==> config.mk <==
export PLATFORM = sky130hd
export DESIGN_NAME = prio_intc
export DESIGN_NICKNAME = d
export VERILOG_FILES = /design/src/rtl/intc_pkg.sv /design/src/rtl/intc_mask_gate.sv /design/src/rtl/intc_prio_enc.sv /design/src/rtl/intc_ctrl_regs.sv /design/src/rtl/intc_vector.sv /design/src/rtl/prio_intc.sv
export SDC_FILE = /design/constraint.sdc
export NUM_CORES = 1
export LEC_CHECK = 0
export ABC_AREA = 1
export BUFFER_PORTS_ARGS = -buffer_cell sky130_fd_sc_hd__buf_2
export CAP_MARGIN = 20
export CORE_MARGIN = 3
export CORE_UTILIZATION = 30
export CTS_CLUSTER_DIAMETER = 100
export DETAILED_ROUTE_END_ITERATION = 10
export GPL_TIMING_DRIVEN = 1
export SYNTH_ARGS = -nofsm -noshare
export SYNTH_HDL_FRONTEND = slang
export SYNTH_SLANG_ARGS = --single-unit
==> constraint.sdc <==
create_clock -name clk -period 1.95 [get_ports clk]
set_input_delay 0.39 -clock clk [delete_from_list [all_inputs] [get_ports clk]]
set_output_delay 0.39 -clock clk [all_outputs]
set_load 0.02 [all_outputs]
==> src/rtl/intc_pkg.sv <==
package intc_pkg;
  typedef enum logic [1:0] {
    RA_MASK    = 2'd0,
    RA_ENABLE  = 2'd1,
    RA_STS_CLR = 2'd2,
    RA_SPARE   = 2'd3
  } reg_addr_e;
endpackage

==> src/rtl/intc_mask_gate.sv <==
module intc_mask_gate #(
  parameter int NUM_SRC = 8
) (
  input  logic [NUM_SRC-1:0] req,
  input  logic [NUM_SRC-1:0] mask,
  output logic [NUM_SRC-1:0] gated,
  output logic               any
);
  for (genvar g = 0; g < NUM_SRC; g++) begin : g_line
    assign gated[g] = req[g] & mask[g];
  end
  assign any = |gated;
endmodule

==> src/rtl/intc_prio_enc.sv <==
module intc_prio_enc #(
  parameter int NUM_SRC = 8,
  localparam int IDX_W = $clog2(NUM_SRC)
) (
  input  logic [NUM_SRC-1:0] lines,
  output logic [IDX_W-1:0]   idx,
  output logic               valid
);
  always_comb begin
    idx   = '0;
    valid = 1'b0;
    for (int i = NUM_SRC - 1; i >= 0; i--) begin
      if (lines[i]) begin
        idx   = IDX_W'(i);
        valid = 1'b1;
      end
    end
  end
endmodule

==> src/rtl/intc_ctrl_regs.sv <==
module intc_ctrl_regs
  import intc_pkg::*;
#(
  parameter int NUM_SRC = 8
) (
  input  logic               clk,
  input  logic               rst,
  input  logic               we,
  input  logic [1:0]         addr,
  input  logic [NUM_SRC-1:0] wdata,
  input  logic               ack_rise,
  input  logic               any_req,
  output logic [NUM_SRC-1:0] mask_q,
  output logic               ien_q,
  output logic               ist_q
);
  logic wr_mask, wr_en, wr_clr;
  assign wr_mask = we && (addr == RA_MASK);
  assign wr_en   = we && (addr == RA_ENABLE);
  assign wr_clr  = we && (addr == RA_STS_CLR);

  always_ff @(posedge clk) begin
    if (rst) begin
      mask_q <= '0;
      ien_q  <= 1'b0;
      ist_q  <= 1'b0;
    end else begin
      if (wr_mask) mask_q <= wdata;
      if (ack_rise)   ien_q <= 1'b0;
      else if (wr_en) ien_q <= wdata[0];
      ist_q <= any_req | (ist_q & ~wr_clr);
    end
  end
endmodule

==> src/rtl/intc_vector.sv <==
module intc_vector #(
  parameter int          NUM_SRC  = 8,
  parameter int          VEC_W    = 16,
  parameter logic [15:0] VEC_BASE = 16'h0100,
  localparam int IDX_W = $clog2(NUM_SRC)
) (
  input  logic             clk,
  input  logic             rst,
  input  logic             inta,
  input  logic [IDX_W-1:0] idx,
  input  logic             valid,
  output logic             ack_rise,
  output logic [VEC_W-1:0] vec_q
);
  logic             inta_d;
  logic [VEC_W-1:0] vec_calc;

  assign ack_rise = inta & ~inta_d;
  assign vec_calc = VEC_W'(VEC_BASE) + (VEC_W'(idx) << 2);

  always_ff @(posedge clk) begin
    if (rst) begin
      inta_d <= 1'b0;
      vec_q  <= '0;
    end else begin
      inta_d <= inta;
      if (!inta)         vec_q <= '0;
      else if (ack_rise) vec_q <= valid ? vec_calc : '0;
    end
  end
endmodule

==> src/rtl/prio_intc.sv <==
module prio_intc
  import intc_pkg::*;
#(
  parameter int          NUM_SRC  = 8,
  parameter int          VEC_W    = 16,
  parameter logic [15:0] VEC_BASE = 16'h0100,
  localparam int IDX_W = $clog2(NUM_SRC)
) (
  input  logic               clk,
  input  logic               rst,
  input  logic [NUM_SRC-1:0] req_i,
  input  logic               reg_we,
  input  logic [1:0]         reg_addr,
  input  logic [NUM_SRC-1:0] reg_wdata,
  input  logic               inta_i,
  output logic               irq_o,
  output logic [VEC_W-1:0]   vec_o,
  output logic               ien_o,
  output logic               ist_o,
  output logic [NUM_SRC-1:0] mask_o
);
  logic [NUM_SRC-1:0] gated;
  logic               any_req, enc_valid, ack_rise;
  logic [IDX_W-1:0]   enc_idx;

  intc_mask_gate #(.NUM_SRC(NUM_SRC)) u_gate (
    .req(req_i), .mask(mask_o), .gated(gated), .any(any_req)
  );

  intc_prio_enc #(.NUM_SRC(NUM_SRC)) u_enc (
    .lines(gated), .idx(enc_idx), .valid(enc_valid)
  );

  intc_ctrl_regs #(.NUM_SRC(NUM_SRC)) u_regs (
    .clk(clk), .rst(rst), .we(reg_we), .addr(reg_addr), .wdata(reg_wdata),
    .ack_rise(ack_rise), .any_req(any_req),
    .mask_q(mask_o), .ien_q(ien_o), .ist_q(ist_o)
  );

  intc_vector #(.NUM_SRC(NUM_SRC), .VEC_W(VEC_W), .VEC_BASE(VEC_BASE)) u_vec (
    .clk(clk), .rst(rst), .inta(inta_i), .idx(enc_idx), .valid(enc_valid),
    .ack_rise(ack_rise), .vec_q(vec_o)
  );

  assign irq_o = ien_o & ist_o;

  // the encoder's pick is always an active unmasked line
  assert_enc_pick_active_R1: assert property (@(posedge clk) disable iff (rst)
    enc_valid |-> gated[enc_idx]);

  // no valid pick when every request is masked off
  assert_enc_idle_R2: assert property (@(posedge clk) disable iff (rst)
    (gated == '0) |-> !enc_valid);

  // an unmasked request sets the status flag on the next edge
  assert_ist_set_R3: assert property (@(posedge clk) disable iff (rst)
    (|(req_i & mask_o)) |=> ist_o);

  // the enable flag moves only on an enable write or an acknowledge
  assert_ien_sw_only_R4: assert property (@(posedge clk) disable iff (rst)
    (!(reg_we && reg_addr == RA_ENABLE) && !ack_rise) |=> $stable(ien_o));

  // the acknowledge edge clears the enable flag
  assert_ien_clr_ack_R6: assert property (@(posedge clk) disable iff (rst)
    ack_rise |=> !ien_o);

  // the captured vector holds while acknowledge stays high
  assert_vec_hold_R7: assert property (@(posedge clk) disable iff (rst)
    (inta_i && !ack_rise) |=> (inta_i ? $stable(vec_o) : 1'b1));

  // the vector is 0 after acknowledge has been low
  assert_vec_zero_R8: assert property (@(posedge clk) disable iff (rst)
    !inta_i |=> (vec_o == '0));
endmodule

==> flow_metrics.env, run 1 <==
export IMPL_outcome="completed"
export IMPL_fmax_mhz=779
export IMPL_synth_commonest_cells="26 x nand2_1, 20 x nor2_1, 15 x dfxtp_1, 12 x buf_4"
export IMPL_report_final_slew_viol_count=0
export IMPL_crit_type="flip-flop to primary output"
export IMPL_finClkSkew_ps=3.64
export IMPL_rsz0062_at_grt="no"
export IMPL_cts_sinks=15
export IMPL_grt_max_degree=10
export IMPL_num_rows=17
export IMPL_whs_ps=292
export IMPL_io_pins=49
export IMPL_cts_tree="yes"
export IMPL_postSynthAreaPerCell_um2=6.88
export IMPL_start_util=0.330
export IMPL_first_pass_iters=3
export IMPL_critPathArrivalTime_ps=890
export IMPL_fp_dieW_um=56.2
export IMPL_synth_ff_type="dfxtp_1"
export IMPL_drv_cap=0
export IMPL_port_buffers=36
export IMPL_die_area_um2=3160
export IMPL_ys_ff_latch=15
export IMPL_netlist_cell_type_count=17
export IMPL_gp_congestion=0.797
export IMPL_core_area_um2=2300
export IMPL_routed_wirelength_mm=1.75
export IMPL_p_leak_nw=0.567
export IMPL_diodes=0
export IMPL_fin_crit_sh=0.658
export IMPL_cts_setup_buffers=0
export IMPL_htree_levels=1
export IMPL_root_buffer="clkbuf_4"
export IMPL_die_h_um=56.2
export IMPL_ant_nets=0
export IMPL_avgViaCountPerCell=4.24
export IMPL_cp_required_ps=1560
export IMPL_critPathLaunchType="flip-flop"
export IMPL_vias=751
export IMPL_synth_area_leader_cell="dfxtp_1"
export IMPL_clkTransAtPathRegs_ps=100
export IMPL_ys_async_sr_fraction=0
export IMPL_crit_fanout=3
export IMPL_cts_resized=0
export IMPL_post_route_min_period_ps=1280
export IMPL_ys_seq_area_frac=0.397
export IMPL_hold_path_class="input pin to flip-flop"
export IMPL_antenna_found_initial=0
export IMPL_synth_cell_area_um2=757
export IMPL_cts_buffers=3
export IMPL_nNetsFinal=172
export IMPL_cts_hold_buffers_added=0
export IMPL_first_iter_violations=4
export IMPL_drive_gt1_frac=0.289
export IMPL_dpl_hpwl_mm=1.45
export IMPL_yosysWarnings=0
export IMPL_power_mw=0.649
export IMPL_grt_pass1_vias=733
export IMPL_tns_ps=0
export IMPL_routedWlPerCell_um=9.91
export IMPL_end_kind="primary output"
export IMPL_final_hold_violation_count=0
export IMPL_overflow=0
export IMPL_final_setup_viol_count=0
export IMPL_power_density_nw_per_um2=683
export IMPL_area_growth_pct=25.6
export IMPL_route_detailed_drc=0
export IMPL_synth_edf_count=0
export IMPL_cts_path_max_buffers=2
export IMPL_worstSkewPairLatency_ps=280
export IMPL_synth_most_common_cell="nand2_1"
export IMPL_ir_drop_v=0.000302
export IMPL_yosys_top_cells_area="dfxtp_1 40%, nand2_1 13%, buf_4 12%"
export IMPL_synth_top_area_frac=0.397
export IMPL_grt_pass1_wl_mm=2.95
export IMPL_track_usage=0.116
export IMPL_postSynthCellCount=110
[worst paths after layout]
check	startpoint	end	slack, ps	depth (start not counted)
worst max-delay path	u_regs.ien_q$_SDFFE_PP0P_	irq_o	670	3
worst min register to register	u_vec.vec_q[8]$_SDFFE_PP0P_	u_vec.vec_q[8]$_SDFFE_PP0P_	470	2
worst min-delay path	rst	u_regs.ien_q$_SDFFE_PP0P_	290	2
worst max register to register	u_regs.mask_q[2]$_SDFFE_PP0P_	u_vec.vec_q[2]$_SDFFE_PP0P_	880	8
[per-stage QoR]
stage                util  setup slack (ps)  std cells  instance area (um^2)
finish              0.414               667        177                   951
global route        0.414               622        177                   951
CTS                 0.414               658        177                   951
detailed placement  0.402               637        173                   923
global placement    0.402               658        173                   923
floorplan               -               881        121                   798
[cells by family after synthesis]
kind of cell,share of synthesized area
other,0.00495
AOI/OAI and AO/OA,0.134
buffers and inverters,0.179
DFF,0.397
and+or+nand+nor,0.286
[registers in the layout, summed over array words and instances, names as in the netlist]
register,flops
u_regs.ien_q,1
u_regs.ist_q,1
u_regs.mask_q,8
u_vec.inta_d,1
u_vec.vec_q,4
[cell type report]
class | count | area, um^2
inverters | 12 | 45.0
flip-flops and latches | 15 | 300
well taps | 28 | 35.0
fillers | 259 | 1350
multi-input cells | 82 | 363
clock inverters | 1 | 5.00
clock buffers | 3 | 22.5
repair buffers | 36 | 180
[cell usage in the layout (no fill, tap or decap), drive strengths merged]
master,n
nor2,21
buf,36
nand3,1
inv,12
nand2,26
a31oi,1
o31ai,1
a21oi,5
conb,12
clkinv,1
clkbuf,3
o21ai,11
nor4,1
dfxtp,15
o21bai,1
nor3,2
[routing by layer]
| metal | routed length (um) | share of wire | vias up | track usage |
|---|---|---|---|---|
| met4 | 12 | 0.0068 | 0 | 0.0508 |
| met5 | 0 | 0 | - | 0 |
| met2 | 822 | 0.47 | 30 | 0.195 |
| met3 | 153 | 0.087 | 2 | 0.0302 |
| met1 | 767 | 0.44 | 318 | 0.137 |
| li1 | - | - | 401 | - |
[critical path, cell delays in order (launching register included)]
cell	delay, ps
dfxtp_1	360
nand2_1	60
inv_1	40
buf_2	150
[power by group]
part / switching, mW / total, mW / internal [mW] / leakage (nW)
registers: 0.0102 / 0.333 / 0.323 / 0.123
logic: 0.0913 / 0.137 / 0.0455 / 0.427
clock network: 0.104 / 0.180 / 0.0761 / 0.0177
Power figures use the tool's default switching activity.
==> inputs of run 2 (changes only) <==
- ABC_AREA: 1 -> 0
- clock period: 1.95 -> 1.1 ns (I/O delays scaled with it)
==> run 2 against run 1 <==
Against the previous run:
- the flow now finishes with violations (setup timing)
- area after synthesis up 4.6%
- via count down 4.5%
- synthesized cell count down 24%
- non-clock buffer count up 8
- final cell count down 11%
- sequential cell count unchanged
- critical path type unchanged
- largest cell class unchanged
- largest power group unchanged
==> flow_metrics.env, run 2 <==
export IMPL_grt_max_degree=11
export IMPL_whs_ps=169
export IMPL_die_area_um2=3290
export IMPL_final_cell_mix="33 x buf_2, 12 x conb_1, 10 x dfxtp_2"
export IMPL_synth_ff_type="dfxtp_1"
export IMPL_synth_top_area_frac=0.379
export IMPL_report_final_slew_viol_count=0
export IMPL_synth_area_leader_cell="dfxtp_1"
export IMPL_first_iter_violations=16
export IMPL_nNetsFinal=152
export IMPL_postSynthCellCount=84
export IMPL_routed_wirelength_mm=1.81
export IMPL_final_hold_violation_count=0
export IMPL_num_rows=17
export IMPL_start_util=0.335
export IMPL_diodes=0
export IMPL_final_common_cell="buf_2"
export IMPL_end_kind="primary output"
export IMPL_drv_cap=0
export IMPL_cp_required_ps=880
export IMPL_placed_cells=149
export IMPL_core_area_um2=2360
export IMPL_cts_hold_buffers_added=0
export IMPL_worstSkewPairLatency_ps=280
export IMPL_final_setup_viol_count=1
export IMPL_gp_congestion=0.794
export IMPL_root_buffer="clkbuf_4"
export IMPL_critPathArrivalTime_ps=880
export IMPL_yosys_top_cells_area="dfxtp_1 38%, mux2i_1 11%, buf_4 11%"
export IMPL_fp_dieW_um=57.4
export IMPL_yosysWarnings=0
export IMPL_cts_sinks=15
export IMPL_ant_nets=0
export IMPL_track_usage=0.118
export IMPL_htree_levels=1
export IMPL_reg_top3="u_regs.mask_q x8, u_vec.vec_q x4"
export IMPL_grt_pass1_wl_mm=2.99
export IMPL_synth_cell_area_um2=792
export IMPL_route_detailed_drc=0
export IMPL_outcome="finished, violations left"
export IMPL_cts_buffers=3
export IMPL_clkTransAtPathRegs_ps=90
export IMPL_fin_cells=157
export IMPL_cp_slowest_cell="dfxtp_2"
export IMPL_overflow=0
export IMPL_cts_path_max_buffers=2
export IMPL_power_density_nw_per_um2=1060
export IMPL_cts_tree="yes"
export IMPL_synth_edf_count=0
export IMPL_ys_ff_latch=15
export IMPL_regMostFlops="u_regs.mask_q"
export IMPL_critPathLaunchType="flip-flop"
export IMPL_area_growth_pct=34.3
export IMPL_postSynthAreaPerCell_um2=9.43
export IMPL_first_pass_iters=4
export IMPL_avgViaCountPerCell=4.57
export IMPL_antenna_found_initial=0
export IMPL_vias=717
export IMPL_rsz0062_at_grt="yes"
export IMPL_fin_crit_sh=1.00
export IMPL_routedWlPerCell_um=11.5
export IMPL_dpl_hpwl_mm=1.44
export IMPL_crit_fanout=3
export IMPL_die_h_um=57.4
export IMPL_pre_cts_ws_ps=-21.2
export IMPL_fillCellCount=239
export IMPL_synth_commonest_cells="15 x dfxtp_1, 12 x buf_4, 9 x mux2i_1, 9 x nand2_1, 9 x nor2_1"
export IMPL_tns_ps=-3.96
export IMPL_max_stage_delay_ps=330
export IMPL_synth_most_common_cell="dfxtp_1"
export IMPL_ir_drop_v=0.000742
export IMPL_ys_seq_area_frac=0.379
export IMPL_grt_pass1_vias=671
export IMPL_finClkSkew_ps=4.03
export IMPL_ys_async_sr_fraction=0
export IMPL_setup_ws_ps=-3.96
export IMPL_crit_type="flip-flop to primary output"
export IMPL_crit_chain="and2_4, buf_6"
export IMPL_fmax_mhz=906
export IMPL_post_route_min_period_ps=1100
export IMPL_hold_path_class="input pin to flip-flop"
export IMPL_drive_gt1_frac=0.512
export IMPL_p_leak_nw=0.502
export IMPL_netlist_cell_type_count=27
export IMPL_largest_register_ffs=8
export IMPL_io_pins=49
export IMPL_failed_checks="setup timing"
export IMPL_port_buffers=36
[run 2: cell count changes after synthesis, moves of 3 or more]
| cell | change |
|---|---|
| inv_1 | -10 |
| o21ai_0 | -11 |
| a21oi_1 | -3 |
| nand2_1 | -17 |
| nand3b_1 | +3 |
| nor2_1 | -11 |
| mux2i_1 | +9 |
| a22oi_2 | +4 |
[run 2: per-stage QoR]
| step | area [um^2] | total power, mW | utilization |
|---|---|---|---|
| 2_1_floorplan | 836 | 0.764 | - |
| 3_3_place_gp | 976 | 0.815 | 0.413 |
| 3_5_place_dp | 976 | 0.819 | 0.413 |
| 4_1_cts | 1030 | 1.14 | 0.438 |
| 5_1_grt | 1060 | 1.19 | 0.450 |
| 6_report | 1060 | 1.13 | 0.450 |
[run 2: cell type report]
type	instances	area [um^2]	area share
multi-input cells	65	427	0.401
inverters	1	3.75	0.00353
flip-flops and latches	15	313	0.294
well taps	28	35.0	0.0329
repair buffers	44	259	0.244
clock buffers	4	26.3	0.0247
[run 2: cells by family (layout without fill, tap and decap cells)]
group | Yosys count | count (layout) | share of synthesized area
multiplexers | 9 | 9 | 0.114
AO/OA/AOI/OAI | 13 | 13 | 0.149
flip-flops | 15 | 15 | 0.379
AND/OR/NAND/NOR | 31 | 31 | 0.216
other | 1 | 12 | 0.00473
buffers and inverters | 15 | 49 | 0.137
[run 2: what timing repair did]
item / in CTS / in global routing
setup endpoints to repair: 4 / 8
resized for setup: 11 / 4
buffers inserted: 1 / 3
pin swaps: 1 / 5
[run 2: power breakdown]
part | switching (mW) | internal (mW)
registers | 0.0193 | 0.566
clock network | 0.168 | 0.141
logic | 0.133 | 0.101
total | 0.321 | 0.807
[run 2: worst paths after layout]
| check | start | endpoint | slack [ps] | cells after the start |
|---|---|---|---|---|
| worst max register to register | u_regs.mask_q[1]$_SDFFE_PP0P_ | u_vec.vec_q[8]$_SDFFE_PP0P_ | 50 | 4 |
| worst min register to register | u_vec.vec_q[4]$_SDFFE_PP0P_ | u_vec.vec_q[4]$_SDFFE_PP0P_ | 470 | 2 |
| worst min-delay path | reg_wdata[1] | u_regs.mask_q[1]$_SDFFE_PP0P_ | 170 | 3 |
| worst max-delay path | u_regs.ist_q$_SDFF_PP0_ | irq_o | -4 | 2 |
[run 2: critical path, delay by kind of cell, from the launching register on]
kind	cells	cell delay, ps
buffers and inverters	1	120
DFF	1	330
and+or+nand+nor	1	150
[run 2: per-layer routing]
metal	track usage	vias to the layer above	share of wire
li1	-	358	-
met1	0.143	317	0.42
met2	0.187	38	0.47
met3	0.0520	4	0.098
met4	0.0397	0	0.011
met5	0	-	0
